==> src/rtl/alu8_pkg.sv <==
// Shared operation codes, flag bit positions and flag-group decoding for the
// eight-bit ALU. Assumes a 5-bit operation select; codes above OP_SER are unused.
package alu8_pkg;

    localparam int FLAG_W = 6;
    localparam int FL_C   = 0;
    localparam int FL_Z   = 1;
    localparam int FL_N   = 2;
    localparam int FL_V   = 3;
    localparam int FL_S   = 4;
    localparam int FL_H   = 5;

    typedef enum logic [4:0] {
        OP_ADD  = 5'd0,  OP_ADC  = 5'd1,  OP_SUB  = 5'd2,  OP_SBC  = 5'd3,
        OP_CMP  = 5'd4,  OP_CMPC = 5'd5,  OP_NEG  = 5'd6,  OP_AND  = 5'd7,
        OP_OR   = 5'd8,  OP_XOR  = 5'd9,  OP_COM  = 5'd10, OP_INC  = 5'd11,
        OP_DEC  = 5'd12, OP_TST  = 5'd13, OP_LSL  = 5'd14, OP_LSR  = 5'd15,
        OP_ROL  = 5'd16, OP_ROR  = 5'd17, OP_ASR  = 5'd18, OP_SWAP = 5'd19,
        OP_SER  = 5'd20
    } alu_op_e;

    typedef enum logic [1:0] {
        CL_ARITH, CL_LOGIC, CL_SHIFT, CL_NONE
    } op_class_e;

    // Which datapath unit serves an operation.
    function automatic op_class_e op_class(input alu_op_e op);
        case (op)
            OP_ADD, OP_ADC, OP_SUB, OP_SBC, OP_CMP, OP_CMPC, OP_NEG:
                return CL_ARITH;
            OP_AND, OP_OR, OP_XOR, OP_COM, OP_INC, OP_DEC, OP_TST:
                return CL_LOGIC;
            OP_LSL, OP_LSR, OP_ROL, OP_ROR, OP_ASR, OP_SWAP, OP_SER:
                return CL_SHIFT;
            default:
                return CL_NONE;
        endcase
    endfunction

    // Flag bits an operation is allowed to rewrite.
    function automatic logic [FLAG_W-1:0] flag_mask(input alu_op_e op);
        logic [FLAG_W-1:0] m;
        m = '0;
        case (op)
            OP_ADD, OP_ADC, OP_SUB, OP_SBC, OP_CMP, OP_CMPC, OP_NEG:
                m = '1;
            OP_AND, OP_OR, OP_XOR, OP_INC, OP_DEC, OP_TST: begin
                m[FL_S] = 1'b1; m[FL_V] = 1'b1; m[FL_N] = 1'b1; m[FL_Z] = 1'b1;
            end
            OP_COM, OP_LSL, OP_LSR, OP_ROL, OP_ROR, OP_ASR: begin
                m[FL_S] = 1'b1; m[FL_V] = 1'b1; m[FL_N] = 1'b1; m[FL_Z] = 1'b1;
                m[FL_C] = 1'b1;
            end
            default: m = '0;
        endcase
        return m;
    endfunction

endpackage

==> src/rtl/alu8_arith.sv <==
// Add/subtract unit: add, add with carry, subtract, subtract with carry,
// compares and negate. Produces result and the H, V, C, Z candidates.
// Assumes DATA_W is even so a half-width carry exists.
module alu8_arith
    import alu8_pkg::*;
#(
    parameter int DATA_W = 8
) (
    input  alu_op_e           op,
    input  logic [DATA_W-1:0] a,
    input  logic [DATA_W-1:0] b,
    input  logic              cin,
    input  logic              zin,
    output logic [DATA_W-1:0] res,
    output logic              h_o,
    output logic              v_o,
    output logic              c_o,
    output logic              z_o
);
    localparam int HALF = DATA_W / 2;
    localparam int MSB  = DATA_W - 1;

    logic              is_sub, use_c, chain;
    logic [DATA_W-1:0] opa, opb;
    logic [DATA_W:0]   full;
    logic [HALF:0]     half;
    logic              cx;

    // Decode subtraction, carry use and zero chaining from the operation.
    always_comb begin
        is_sub = (op == OP_SUB) || (op == OP_SBC) || (op == OP_CMP) ||
                 (op == OP_CMPC) || (op == OP_NEG);
        use_c  = (op == OP_ADC) || (op == OP_SBC) || (op == OP_CMPC);
        chain  = (op == OP_SBC) || (op == OP_CMPC);
        opa    = (op == OP_NEG) ? '0 : a;
        opb    = (op == OP_NEG) ? a  : b;
        cx     = use_c & cin;
    end

    // Full-width and half-width sums give carry/borrow from the top and bit 3.
    always_comb begin
        if (is_sub) begin
            full = {1'b0, opa} - {1'b0, opb} - {{DATA_W{1'b0}}, cx};
            half = {1'b0, opa[HALF-1:0]} - {1'b0, opb[HALF-1:0]} - {{HALF{1'b0}}, cx};
        end else begin
            full = {1'b0, opa} + {1'b0, opb} + {{DATA_W{1'b0}}, cx};
            half = {1'b0, opa[HALF-1:0]} + {1'b0, opb[HALF-1:0]} + {{HALF{1'b0}}, cx};
        end
    end

    // Result and flag candidates.
    always_comb begin
        res = full[DATA_W-1:0];
        c_o = full[DATA_W];
        h_o = half[HALF];
        if (is_sub)
            v_o = (opa[MSB] & ~opb[MSB] & ~res[MSB]) | (~opa[MSB] & opb[MSB] & res[MSB]);
        else
            v_o = (opa[MSB] & opb[MSB] & ~res[MSB]) | (~opa[MSB] & ~opb[MSB] & res[MSB]);
        z_o = (res == '0) & (chain ? zin : 1'b1);
    end

endmodule

==> src/rtl/alu8_logic.sv <==
// Bitwise and unary-count unit: and, or, xor, complement, increment,
// decrement and test. Produces result plus V and C candidates.
module alu8_logic
    import alu8_pkg::*;
#(
    parameter int DATA_W = 8
) (
    input  alu_op_e           op,
    input  logic [DATA_W-1:0] a,
    input  logic [DATA_W-1:0] b,
    output logic [DATA_W-1:0] res,
    output logic              v_o,
    output logic              c_o
);
    localparam logic [DATA_W-1:0] POS_MAX = {1'b0, {(DATA_W-1){1'b1}}};
    localparam logic [DATA_W-1:0] NEG_MIN = {1'b1, {(DATA_W-1){1'b0}}};

    // Select the bitwise or counting result and its overflow rule.
    always_comb begin
        res = a;
        v_o = 1'b0;
        c_o = 1'b0;
        case (op)
            OP_AND: res = a & b;
            OP_OR:  res = a | b;
            OP_XOR: res = a ^ b;
            OP_COM: begin res = ~a; c_o = 1'b1; end
            OP_INC: begin res = a + 1'b1; v_o = (a == POS_MAX); end
            OP_DEC: begin res = a - 1'b1; v_o = (a == NEG_MIN); end
            default: res = a;
        endcase
    end

endmodule

==> src/rtl/alu8_shift.sv <==
// Single-place shift/rotate unit plus nibble swap and set-all. Produces
// result, the shifted-out carry and V = N xor C.
module alu8_shift
    import alu8_pkg::*;
#(
    parameter int DATA_W = 8
) (
    input  alu_op_e           op,
    input  logic [DATA_W-1:0] a,
    input  logic              cin,
    output logic [DATA_W-1:0] res,
    output logic              v_o,
    output logic              c_o
);
    localparam int HALF = DATA_W / 2;
    localparam int MSB  = DATA_W - 1;

    // Move bits one place and capture the bit that leaves.
    always_comb begin
        res = a;
        c_o = 1'b0;
        case (op)
            OP_LSL:  begin res = {a[MSB-1:0], 1'b0};   c_o = a[MSB]; end
            OP_LSR:  begin res = {1'b0, a[MSB:1]};     c_o = a[0];   end
            OP_ROL:  begin res = {a[MSB-1:0], cin};    c_o = a[MSB]; end
            OP_ROR:  begin res = {cin, a[MSB:1]};      c_o = a[0];   end
            OP_ASR:  begin res = {a[MSB], a[MSB:1]};   c_o = a[0];   end
            OP_SWAP: res = {a[HALF-1:0], a[MSB:HALF]};
            OP_SER:  res = '1;
            default: res = a;
        endcase
        v_o = res[MSB] ^ c_o;
    end

endmodule

==> src/rtl/alu8_flags.sv <==
// Top of the ALU: routes the operation to one of three units, forms the
// full flag candidate vector, merges it into the incoming flags through the
// per-operation mask, and keeps a status register loaded on op_valid.
// Assumes operand selection (register or immediate) happens upstream.
module alu8_flags
    import alu8_pkg::*;
#(
    parameter int DATA_W = 8
) (
    input  logic              clk,
    input  logic              rst_n,
    input  logic              op_valid,
    input  logic [4:0]        op_code,
    input  logic [DATA_W-1:0] opnd_d,
    input  logic [DATA_W-1:0] opnd_r,
    input  logic [FLAG_W-1:0] flags_in,
    output logic [DATA_W-1:0] result,
    output logic              result_we,
    output logic [FLAG_W-1:0] flags_out,
    output logic [FLAG_W-1:0] flags_q
);
    alu_op_e           op;
    op_class_e         cls;
    logic [DATA_W-1:0] ar_res, lg_res, sh_res;
    logic              ar_h, ar_v, ar_c, ar_z;
    logic              lg_v, lg_c, sh_v, sh_c;
    logic              h_c, v_c, c_c, z_c, n_c;
    logic [FLAG_W-1:0] cand, mask;

    assign op  = alu_op_e'(op_code);
    assign cls = op_class(op);

    alu8_arith #(.DATA_W(DATA_W)) u_arith (
        .op(op), .a(opnd_d), .b(opnd_r), .cin(flags_in[FL_C]), .zin(flags_in[FL_Z]),
        .res(ar_res), .h_o(ar_h), .v_o(ar_v), .c_o(ar_c), .z_o(ar_z)
    );

    alu8_logic #(.DATA_W(DATA_W)) u_logic (
        .op(op), .a(opnd_d), .b(opnd_r), .res(lg_res), .v_o(lg_v), .c_o(lg_c)
    );

    alu8_shift #(.DATA_W(DATA_W)) u_shift (
        .op(op), .a(opnd_d), .cin(flags_in[FL_C]), .res(sh_res), .v_o(sh_v), .c_o(sh_c)
    );

    // Pick the serving unit's result and flag candidates.
    always_comb begin
        result = '0;
        h_c = 1'b0; v_c = 1'b0; c_c = 1'b0;
        case (cls)
            CL_ARITH: begin result = ar_res; h_c = ar_h; v_c = ar_v; c_c = ar_c; end
            CL_LOGIC: begin result = lg_res; v_c = lg_v; c_c = lg_c; end
            CL_SHIFT: begin result = sh_res; v_c = sh_v; c_c = sh_c; end
            default:  result = '0;
        endcase
        n_c = result[DATA_W-1];
        z_c = (cls == CL_ARITH) ? ar_z : (result == '0);
    end

    // Assemble candidates and merge only the bits this operation owns.
    always_comb begin
        cand        = '0;
        cand[FL_C]  = c_c;
        cand[FL_Z]  = z_c;
        cand[FL_N]  = n_c;
        cand[FL_V]  = v_c;
        cand[FL_S]  = n_c ^ v_c;
        cand[FL_H]  = h_c;
        mask        = flag_mask(op);
        flags_out   = (flags_in & ~mask) | (cand & mask);
        result_we   = (cls != CL_NONE) && (op != OP_CMP) && (op != OP_CMPC);
    end

    // Status register: cleared by reset, loaded when an operation retires.
    always_ff @(posedge clk) begin
        if (!rst_n)
            flags_q <= '0;
        else if (op_valid)
            flags_q <= flags_out;
    end

endmodule

==> config.mk <==
export PLATFORM = sky130hd
export DESIGN_NAME = alu8_flags
export DESIGN_NICKNAME = d
export VERILOG_FILES = /design/src/rtl/alu8_pkg.sv /design/src/rtl/alu8_arith.sv /design/src/rtl/alu8_logic.sv /design/src/rtl/alu8_shift.sv /design/src/rtl/alu8_flags.sv
export SDC_FILE = /design/constraint.sdc
export NUM_CORES = 1
export LEC_CHECK = 0
export BUFFER_PORTS_ARGS = -buffer_cell sky130_fd_sc_hd__buf_2
export CAP_MARGIN = 40
export CORE_MARGIN = 2
export CORE_UTILIZATION = 60
export DETAILED_ROUTE_END_ITERATION = 10
export PLACE_DENSITY = 0.82
export SLEW_MARGIN = 20
export SYNTH_ARGS = -nofsm -noshare
export SYNTH_HDL_FRONTEND = slang
export SYNTH_HIERARCHICAL = 1
export SYNTH_SLANG_ARGS = --single-unit
export TNS_END_PERCENT = 1
==> constraint.sdc <==
create_clock -name clk -period 4.8 [get_ports clk]
set_input_delay 0 -clock clk [delete_from_list [all_inputs] [get_ports clk]]
set_output_delay 0 -clock clk [all_outputs]
set_load 0.01 [all_outputs]
# Word level (Yosys, flattened, before mapping)
# Memory sizes are Yosys's and may differ from the RTL's.
# Index checks and enable logic that the tools add are counted.
classes:
  eq_ne: 27
  addsub: 10
  bitwise_logic: 25
  muxes: 19
  reduce_logical: 18
ops:
  columns: ["operator", "n"]
  rows:
  - ["$pmux 8 s7", 1]
  - ["$pmux 8 s6", 1]
  - ["$eq 5x4->1 const B", 8]
  - ["$eq 5x5->1 const B", 5]
  - ["$pmux 8 s3", 1]
  - ["$eq 5x3->1 const B", 4]
  - ["$reduce_or 19->1", 1]
  - ["$logic_not 8->1", 2]
  - ["$mux 8", 2]
  - ["$reduce_or 13->1", 1]
  - ["$and 6x6->6", 2]
  - ["$and 1x1->1", 10]
  - ["$eq 5x2->1 const B", 2]
  - ["$ne 5x3->1 const B", 2]
  - ["$add 8x8->9", 1]
  - ["$add 9x1->9", 1]
  - ["$mux 9", 1]
  - ["$sub 8x8->9", 1]
  - ["$sub 9x1->9", 1]
  - ["$add 8x1->8 const B", 1]
  - ["$and 8x8->8", 1]
  - ["$eq 8x7->1 const B", 1]
  - ["$eq 8x8->1 const B", 1]
  - ["$not 8->8", 1]
  - ["other kinds (28)", 47]
totals:
  output_inout_bits: 21
  memories: 1
  mem_bits_ro: 64
  inputBits: 30
  regBits: 6
  wordCells: 101
mem_list:
  columns: ["memory", "depth", "width", "rd", "rd_ports_with_merged_regs", "wr", "line", "text"]
  rows:
  - ["(no name shown)", 32, 2, 1, 0, 0, "alu8_pkg.sv:28", "case (op)"]

# Logic depth before layout (Yosys ltp)
# Gate-level depths: netlist of the first run.
depth:
  depth_word: 14
  depth_mapped: 19
  depth_no_buf: 18

# Cells and area by module
# Netlist of the first run, hierarchy kept.
modules_own_cells:
  columns: ["mod", "area_each_um2", "instances", "seq_area_each_um2", "cells_per_inst"]
  rows:
  - ["alu8_arith", 1272.5, 1, 0.0, 181]
  - ["alu8_logic", 980.9, 1, 0.0, 130]
  - ["alu8_flags", 773.2, 1, 120.1, 105]
  - ["alu8_shift", 417.9, 1, 0.0, 64]

# Worst setup path after synthesis of the first run
# No wires, ideal clock.
synth_timing:
  path_type: "input to register"
  start: "in op_code[3]"
  end: "reg flags_q[1]"
  cell_stages: 18
  arrival_ns: 3.197
  setup_ns: 0.117
  path_buffers: 1
  setup_slack_ns: 1.486
  cell_sequence: "or2_1 > buf_6 > nor3_2 > nand2_1 > nand2_1 > fa_1 > inv_1 > fa_1 > nor2_1 > or4b_2 > o211ai_1 > nor4_2 > o211ai_1 > nor4_2 > nand3_1 > o21ai_0 > a31o_2 > a32o_1"
synth_via:
  elab_chain_len: 11
  elab_cells_between_ends: 54
synth_rtl:
  columns: ["element", "line", "text"]
  rows:
  - ["start: declaration", "alu8_flags.sv:13", "input logic [4:0] op_code,"]
  - ["branches (longest 5 deep; another with $add 8x8->9)", null, null]
  - ["$mux 9 *", "alu8_arith.sv:42", "if (is_sub) begin"]
  - ["net ar_res[2]", "alu8_flags.sv:24", "logic [DATA_W-1:0] ar_res, lg_res, sh_res;"]
  - ["$logic_not 8->1 *", "alu8_arith.sv:60", "z_o = (res == '0) & (chain ? zin : 1'b1);"]
  - ["$and 1x1->1 *", "alu8_arith.sv:60", null]
  - ["net ar_z", "alu8_flags.sv:25", "logic ar_h, ar_v, ar_c, ar_z;"]
  - ["$mux 1 *", "alu8_flags.sv:57", "z_c = (cls == CL_ARITH) ? ar_z : (result == '0);"]
  - ["$and 6x6->6 *", "alu8_flags.sv:70", "flags_out = (flags_in & ~mask) | (cand & mask);"]
  - ["$or 6x6->6 *", "alu8_flags.sv:70", null]
  - ["end signal: assignment", "alu8_flags.sv:79", "flags_q <= flags_out;"]
  - ["end: declaration", "alu8_flags.sv:20", "output logic [FLAG_W-1:0] flags_q"]
# Mark *: on every way through the listed nets, which the timed path passes.
# A chain may end at the register's enable or synchronous reset.

# Worst setup path after layout of the first run
layout_timing:
  start: "in op_code[4]"
  end: "out flags_out[1]"
layout_via:
  elab_chain_len: 11
  elab_cells_between_ends: 54
layout_rtl:
  columns: ["element", "line", "text"]
  rows:
  - ["branches (longest 5 deep; another with $add 8x8->9)", null, null]
  - ["$mux 9 *", "alu8_arith.sv:42", null]
  - ["net ar_res[7]", "alu8_flags.sv:24", null]
  - ["$pmux 8 s3 or $logic_not 8->1 (tied branches)", "alu8_flags.sv:50, alu8_arith.sv:60", null]
  - ["$logic_not 8->1 or $and 1x1->1 (tied branches)", "alu8_flags.sv:57, alu8_arith.sv:60", null]
  - ["$mux 1 *", "alu8_flags.sv:57", null]
  - ["$and 6x6->6 *", "alu8_flags.sv:70", null]
  - ["$or 6x6->6 *", "alu8_flags.sv:70", null]
  - ["end: declaration", "alu8_flags.sv:19", "output logic [FLAG_W-1:0] flags_out,"]
# Marked as above.

==> results of run 1 <==
## synthesized netlist by cell type, types with 4 or more instances
cell type,count,area (um^2)
a211oi_1,6,45.0
nor2_1,19,71.3
o22ai_1,5,31.3
clkbuf_1,5,18.8
a222oi_1,6,60.1
nand4b_1,4,35.0
ha_1,43,538
inv_1,48,180
o21ai_1,4,20.0
nor2b_1,9,56.3
nand2b_1,5,31.3
and2_1,8,50.1
or2_2,5,31.3
dfxtp_1,6,120
o21ai_0,17,85.1
buf_2,7,35.0
nand2_1,72,270
a21oi_1,28,140
nor3_1,7,35.0
fa_1,5,100
a31oi_1,4,25.0
a21o_1,4,30.0
a221oi_1,10,87.6
a22oi_1,6,45.0
nand3_1,15,75.1
mux2i_1,14,140
o21a_1,9,67.6
o211ai_1,9,67.6
xor2_1,8,70.1
## layer usage
layer,up-vias,GRT usage (%),wire length (um)
met3,29,5.54,1120
met4,0,9.49,318
li1,1854,-,-
met5,-,0,0
met1,1838,43.8,4180
met2,224,53.3,4720
## power breakdown
part,internal [W],leakage (nW),switching [W]
combinational,0.000170,1.74,0.000253
clock,0.0000540,0.0216,0.0000234
sequential,0.0000543,0.0493,0.00000177
## worst min-delay path, stage by stage
cell	delay (ns)
buf_2	0.15
nand2_1	0.06
o21ai_0	0.06
## cells by family after synthesis
kind of cell    count (synthesis)  synth area share (%)
simple gates                  185                  29.8
fa+ha+maj                      48                  18.5
buf+inv                        67                  8.43
xor+xnor                       11                  2.80
compound gates                145                  31.5
mux                            18                  5.48
flops                           6                  3.49
## worst paths after layout
check | depth (start not counted) | end | start
max | 17 | flags_out[1] | op_code[4]
min reg2reg | 2 | flags_q[3] | flags_q[3]
max reg2reg | 3 | flags_q[1] | flags_q[1]
min | 3 | flags_q[4] | rst_n
## stage by stage
stage	hold WS [ns]	power, W	area [um^2]	utilization (%)
final	0.0823	0.000557	3770	68.0
after global placement	0.292	0.000459	3730	67.3
after CTS	0.0778	0.000551	3770	68.0
after detailed placement	0.304	0.000470	3730	67.3
after floorplan	0.109	0.000353	3440	-
after global routing	0.104	0.000603	3770	68.0
## area by class of cell
type / count / area, um^2 / share of cell area [%]
inverter: 50 / 188 / 4.98
tap: 72 / 90.1 / 2.39
clock buffer: 3 / 41.3 / 1.10
sequential: 6 / 120 / 3.19
multi-input combinational: 407 / 3030 / 80.5
timing repair buffer: 56 / 295 / 7.84
==> run metrics, run 1 <==
status=finished, final reports clean; Final HPWL DP=7980 um; RSZ-0062 raised after global routing=false; Crit path max-delay family=simple AND/OR/NAND/NOR gates; global-route wire length before repair=16700 um; min setup slack post-route=0.644 ns; VDD IR max=0.000102 V; syn nets=558; Worst Path Required=4.80 ns; post-route ant nets=0; Bufs and invs on worst path=3; vias in the first global route=3479; detailed-route vias per instance=6.64; Fin Setup TNS=0 ns; most frequent cells in the layout=nand2_1, buf_2, inv_1, ha_1, a21oi_1; Static Leakage=1.82 nW; share of cells above drive strength 1=18.8%; die area=6360 um^2; commonest non-fill, non-tap cell in the layout=nand2_1; Die X=79.8 um; total grt overflow=0; CP endpoint kind=output pin; Synth Cell Area=3440 um^2; gr usage total=32.6%; crit path max-delay cell type=a222oi_1; Clock Path Buffers=2; 1st-iter DRT viols=436; pre-CTS setup slack=0.750 ns; antenna diode count=0; DRC Markers=0; Worst-Skew Late Latency=0.22 ns; type of the worst min-delay path=primary input to register; Reg clk slew, reported paths=0.03 ns; Startpoint Class=primary input; final wirelength=10300 um; # setup viols final=0; Setup CP Type=primary input to output pin; postcts setup bufs=0; fillers=511; Post-CTS Resized=0; average wire per cell in the routed design=17.4 um; yosys warns=6; Pre-antenna DRT Iters=6; biggest regs=flags_q x6; cell total after placement=591; Worst Path Arrival=4.16 ns; final hold violations=0; Synth Flop Type=dfxtp_1; Rel. slew slack=58.5%; DIE HEIGHT=79.8 um; ys async rst share=0%; Worst Skew=0 ns; Seq/Total Area, Yosys=3.49%; Unique masters post-synth=87; actual slew at the worst max-slew pin=0.623 ns; Reg with most FFs=flags_q; final period utilization=86.6%; fin nets=602; # IOs=51; Max Cap Viol=0; Crit path largest cell delay=0.56 ns; hold buffers post-CTS=0; Max Slew Vio Count=0; CTS tree=done; CTS buffer count=3; clk sinks=6; EDFF count, synth=0; pwr/cell area=148 nW/um^2; Placer Congestion=0.992; largest net degree at the start of global routing=35; Layout area overhead=9.41%; Final Non-Filler Cells=594; initial core utilization=62.2%; max reg flops=6; initial antenna violation count=0; Tmin final=4.16 ns; Port Buffers=50; crit-path cells=buf_2, and4bb_1, nand2_1, buf_4, and2_1, ha_1, ha_1, nand3_1, a211oi_1, or4b_1, a31oi_1, o21bai_1, a222oi_1, nand4_1, nor4_2, o21a_1, buf_2; Peak Freq=0.241 GHz; H-tree Lvls=1; Mapped Cells=480; worst-path fanout max=10; synthesized flop and latch total=6; clock root cell=clkbuf_8; reg-to-reg setup timing slack=3.86 ns; Core Area=5540 um^2; Syn Area/Cell=7.18 um^2; Cell Rows=27; vias=3945
Note: power is estimated with default switching activity, not from simulation.
==> run 2, diff against run 1 <==
- REMOVE_ABC_BUFFERS: default -> 1
==> run 2 against run 1 <==
Worst setup slack worse by 0.22 ns. Flip-flop and latch count is the same. Critical path type unchanged. Combinational power about the same. Via count grew 0.38%. Largest cell class unchanged. First-iteration DRC count is 19% higher. Wire length fell by 0.60%. Fmax is 5.0% lower. Cell count fell by 0.34%. Register-to-register slack worse by 0.02 ns. Clock power is 0.8% lower. Count of clock-buffer cells in the layout stayed put. Clock skew stayed put.
==> run metrics, run 2 (synthesized netlist as in run 1, its figures left out) <==
status=finished, final reports clean; detailed-route vias per instance=6.69 (+0.72%); H-tree Lvls=1 (unchanged); Reg with most FFs=flags_q; Worst Skew=0 ns (unchanged); initial antenna violation count=0 (unchanged); Net Sw Frac=50.2% (+0.18 points); Setup CP Type=primary input to output pin; Fin Setup TNS=0 ns (unchanged); Rel. slew slack=62.2% (+3.7 points); Max Cap Viol=0 (unchanged); # setup viols final=0 (unchanged); clk sinks=6 (unchanged); hold buffers post-CTS=0 (unchanged); fillers=508 (-0.59%); Worst Path Arrival=4.38 ns (+0.22 ns); Reg clk slew, reported paths=0.04 ns (about the same); clock root cell=clkbuf_8; global-route wire length before repair=16900 um (+1.3%); die area=6360 um^2 (unchanged); vias in the first global route=3535 (+1.6%); initial core utilization=62.2% (unchanged); final hold violations=0 (unchanged); Port Buffers=50 (unchanged); CTS buffer count=3 (unchanged); DIE HEIGHT=79.8 um (unchanged); # IOs=51 (unchanged); total grt overflow=0 (unchanged); actual slew at the worst max-slew pin=0.564 ns (-0.0591 ns); Die X=79.8 um (unchanged); average wire per cell in the routed design=17.4 um (-0.26%); Post-CTS Resized=0 (unchanged); share of cells above drive strength 1=18.5% (-0.31 points); Layout area overhead=8.97%; Static Leakage=1.81 nW (-0.50%); post-route ant nets=0 (unchanged); Startpoint Class=primary input; Worst Path Required=4.80 ns (about the same); biggest regs=flags_q x6; 1st-iter DRT viols=521 (+19%); Clock Path Buffers=2 (unchanged); Psw=0.000280 W (+0.51%); gr usage total=32.9% (+0.31 points); Peak Freq=0.228 GHz (-5.0%); final wirelength=10300 um (-0.60%); Max Slew Vio Count=0 (unchanged); vias=3960 (+0.38%); DRC Markers=0 (unchanged); final period utilization=91.2% (+4.6 points); largest net degree at the start of global routing=36 (+2.9%); Sequential Power Share=10.1% (about the same); Pre-antenna DRT Iters=6 (unchanged); CP endpoint kind=output pin; Hold WS=0.0791 ns (-0.00326 ns); most frequent cells in the layout=nand2_1, buf_2, inv_1, ha_1, a21oi_1; VDD IR max=0.000121 V (+19%); Placer Congestion=0.967 (-2.5%); Tmin final=4.38 ns (+0.221 ns); Worst-Skew Late Latency=0.22 ns (about the same); antenna diode count=0 (unchanged); RSZ-0062 raised after global routing=false; commonest non-fill, non-tap cell in the layout=nand2_1; worst-path fanout max=28 (+18); CTS tree=done; Cell Rows=27 (unchanged); type of the worst min-delay path=primary input to register; pwr/cell area=149 nW/um^2 (+0.54%); Comb power frac=76.2% (+0.2 points); clock share of power=13.8% (about the same); Core Area=5540 um^2 (unchanged); fin nets=600 (-0.33%); max reg flops=6 (unchanged); Final HPWL DP=7810 um (-2.1%); post-layout util=67.8% (-0.27 points); reg-to-reg setup timing slack=3.84 ns (-0.02 ns); Internal Power=0.000278 W (-0.23%); postcts setup bufs=0 (unchanged)
[run 2: worst paths after layout]
kind | start | end | depth (start not counted)
hold / removal | rst_n | flags_q[4] | 3
hold reg to reg | flags_q[3] | flags_q[3] | 2
setup reg to reg | flags_q[1] | flags_q[1] | 3
setup / recovery | op_code[4] | flags_out[1] | 17
[run 2: per-layer routing]
layer,GRT usage (%),share of wire (%)
met1,45.8,42
met2,51.5,44
met3,5.20,10
met4,10.8,3.9
met5,0,0
[run 2: metrics by stage]
step	std cells	power, W	area, um^2	setup WS, ns
2_1_floorplan	463	0.000338	3340	1.51
3_3_place_gp	589	0.000459	3710	0.610
3_5_place_dp	589	0.000470	3710	0.564
4_1_cts	592	0.000548	3750	0.549
5_1_grt	592	0.000606	3750	0.0524
6_report	592	0.000558	3750	0.423
[run 2: power by group through the flow]
stage / Clock (W) / Sequential (W) / Combinational [W]
3_5_place_dp: 0 / 0.0000567 / 0.000413
2_1_floorplan: 0 / 0.0000589 / 0.000279
3_3_place_gp: 0 / 0.0000566 / 0.000403
4_1_cts: 0.0000766 / 0.0000561 / 0.000415
6_report: 0.0000768 / 0.0000561 / 0.000425
5_1_grt: 0.0000814 / 0.0000566 / 0.000468
[run 2: layout make-up]
cell class	count	area, um^2	area share, %
timing repair buffer	54	280	7.47
inverter	50	188	5.00
clock buffer	3	41.3	1.10
sequential	6	120	3.20
multi-input combinational	407	3030	80.8
tap	72	90.1	2.40
[run 2: critical path, stage by stage]
cell      delay [ns]
buf_2           0.27
or2_1           0.40
nor3_2          0.49
nand2_1         0.10
nand2_1         0.13
ha_1            0.29
ha_1            0.42
nand3_1         0.14
a211oi_1        0.40
or4b_1          0.20
a31oi_1         0.08
o21bai_1        0.20
a222oi_1        0.51
nand4_1         0.18
nor4_2          0.25
o21a_1          0.16
buf_2           0.12
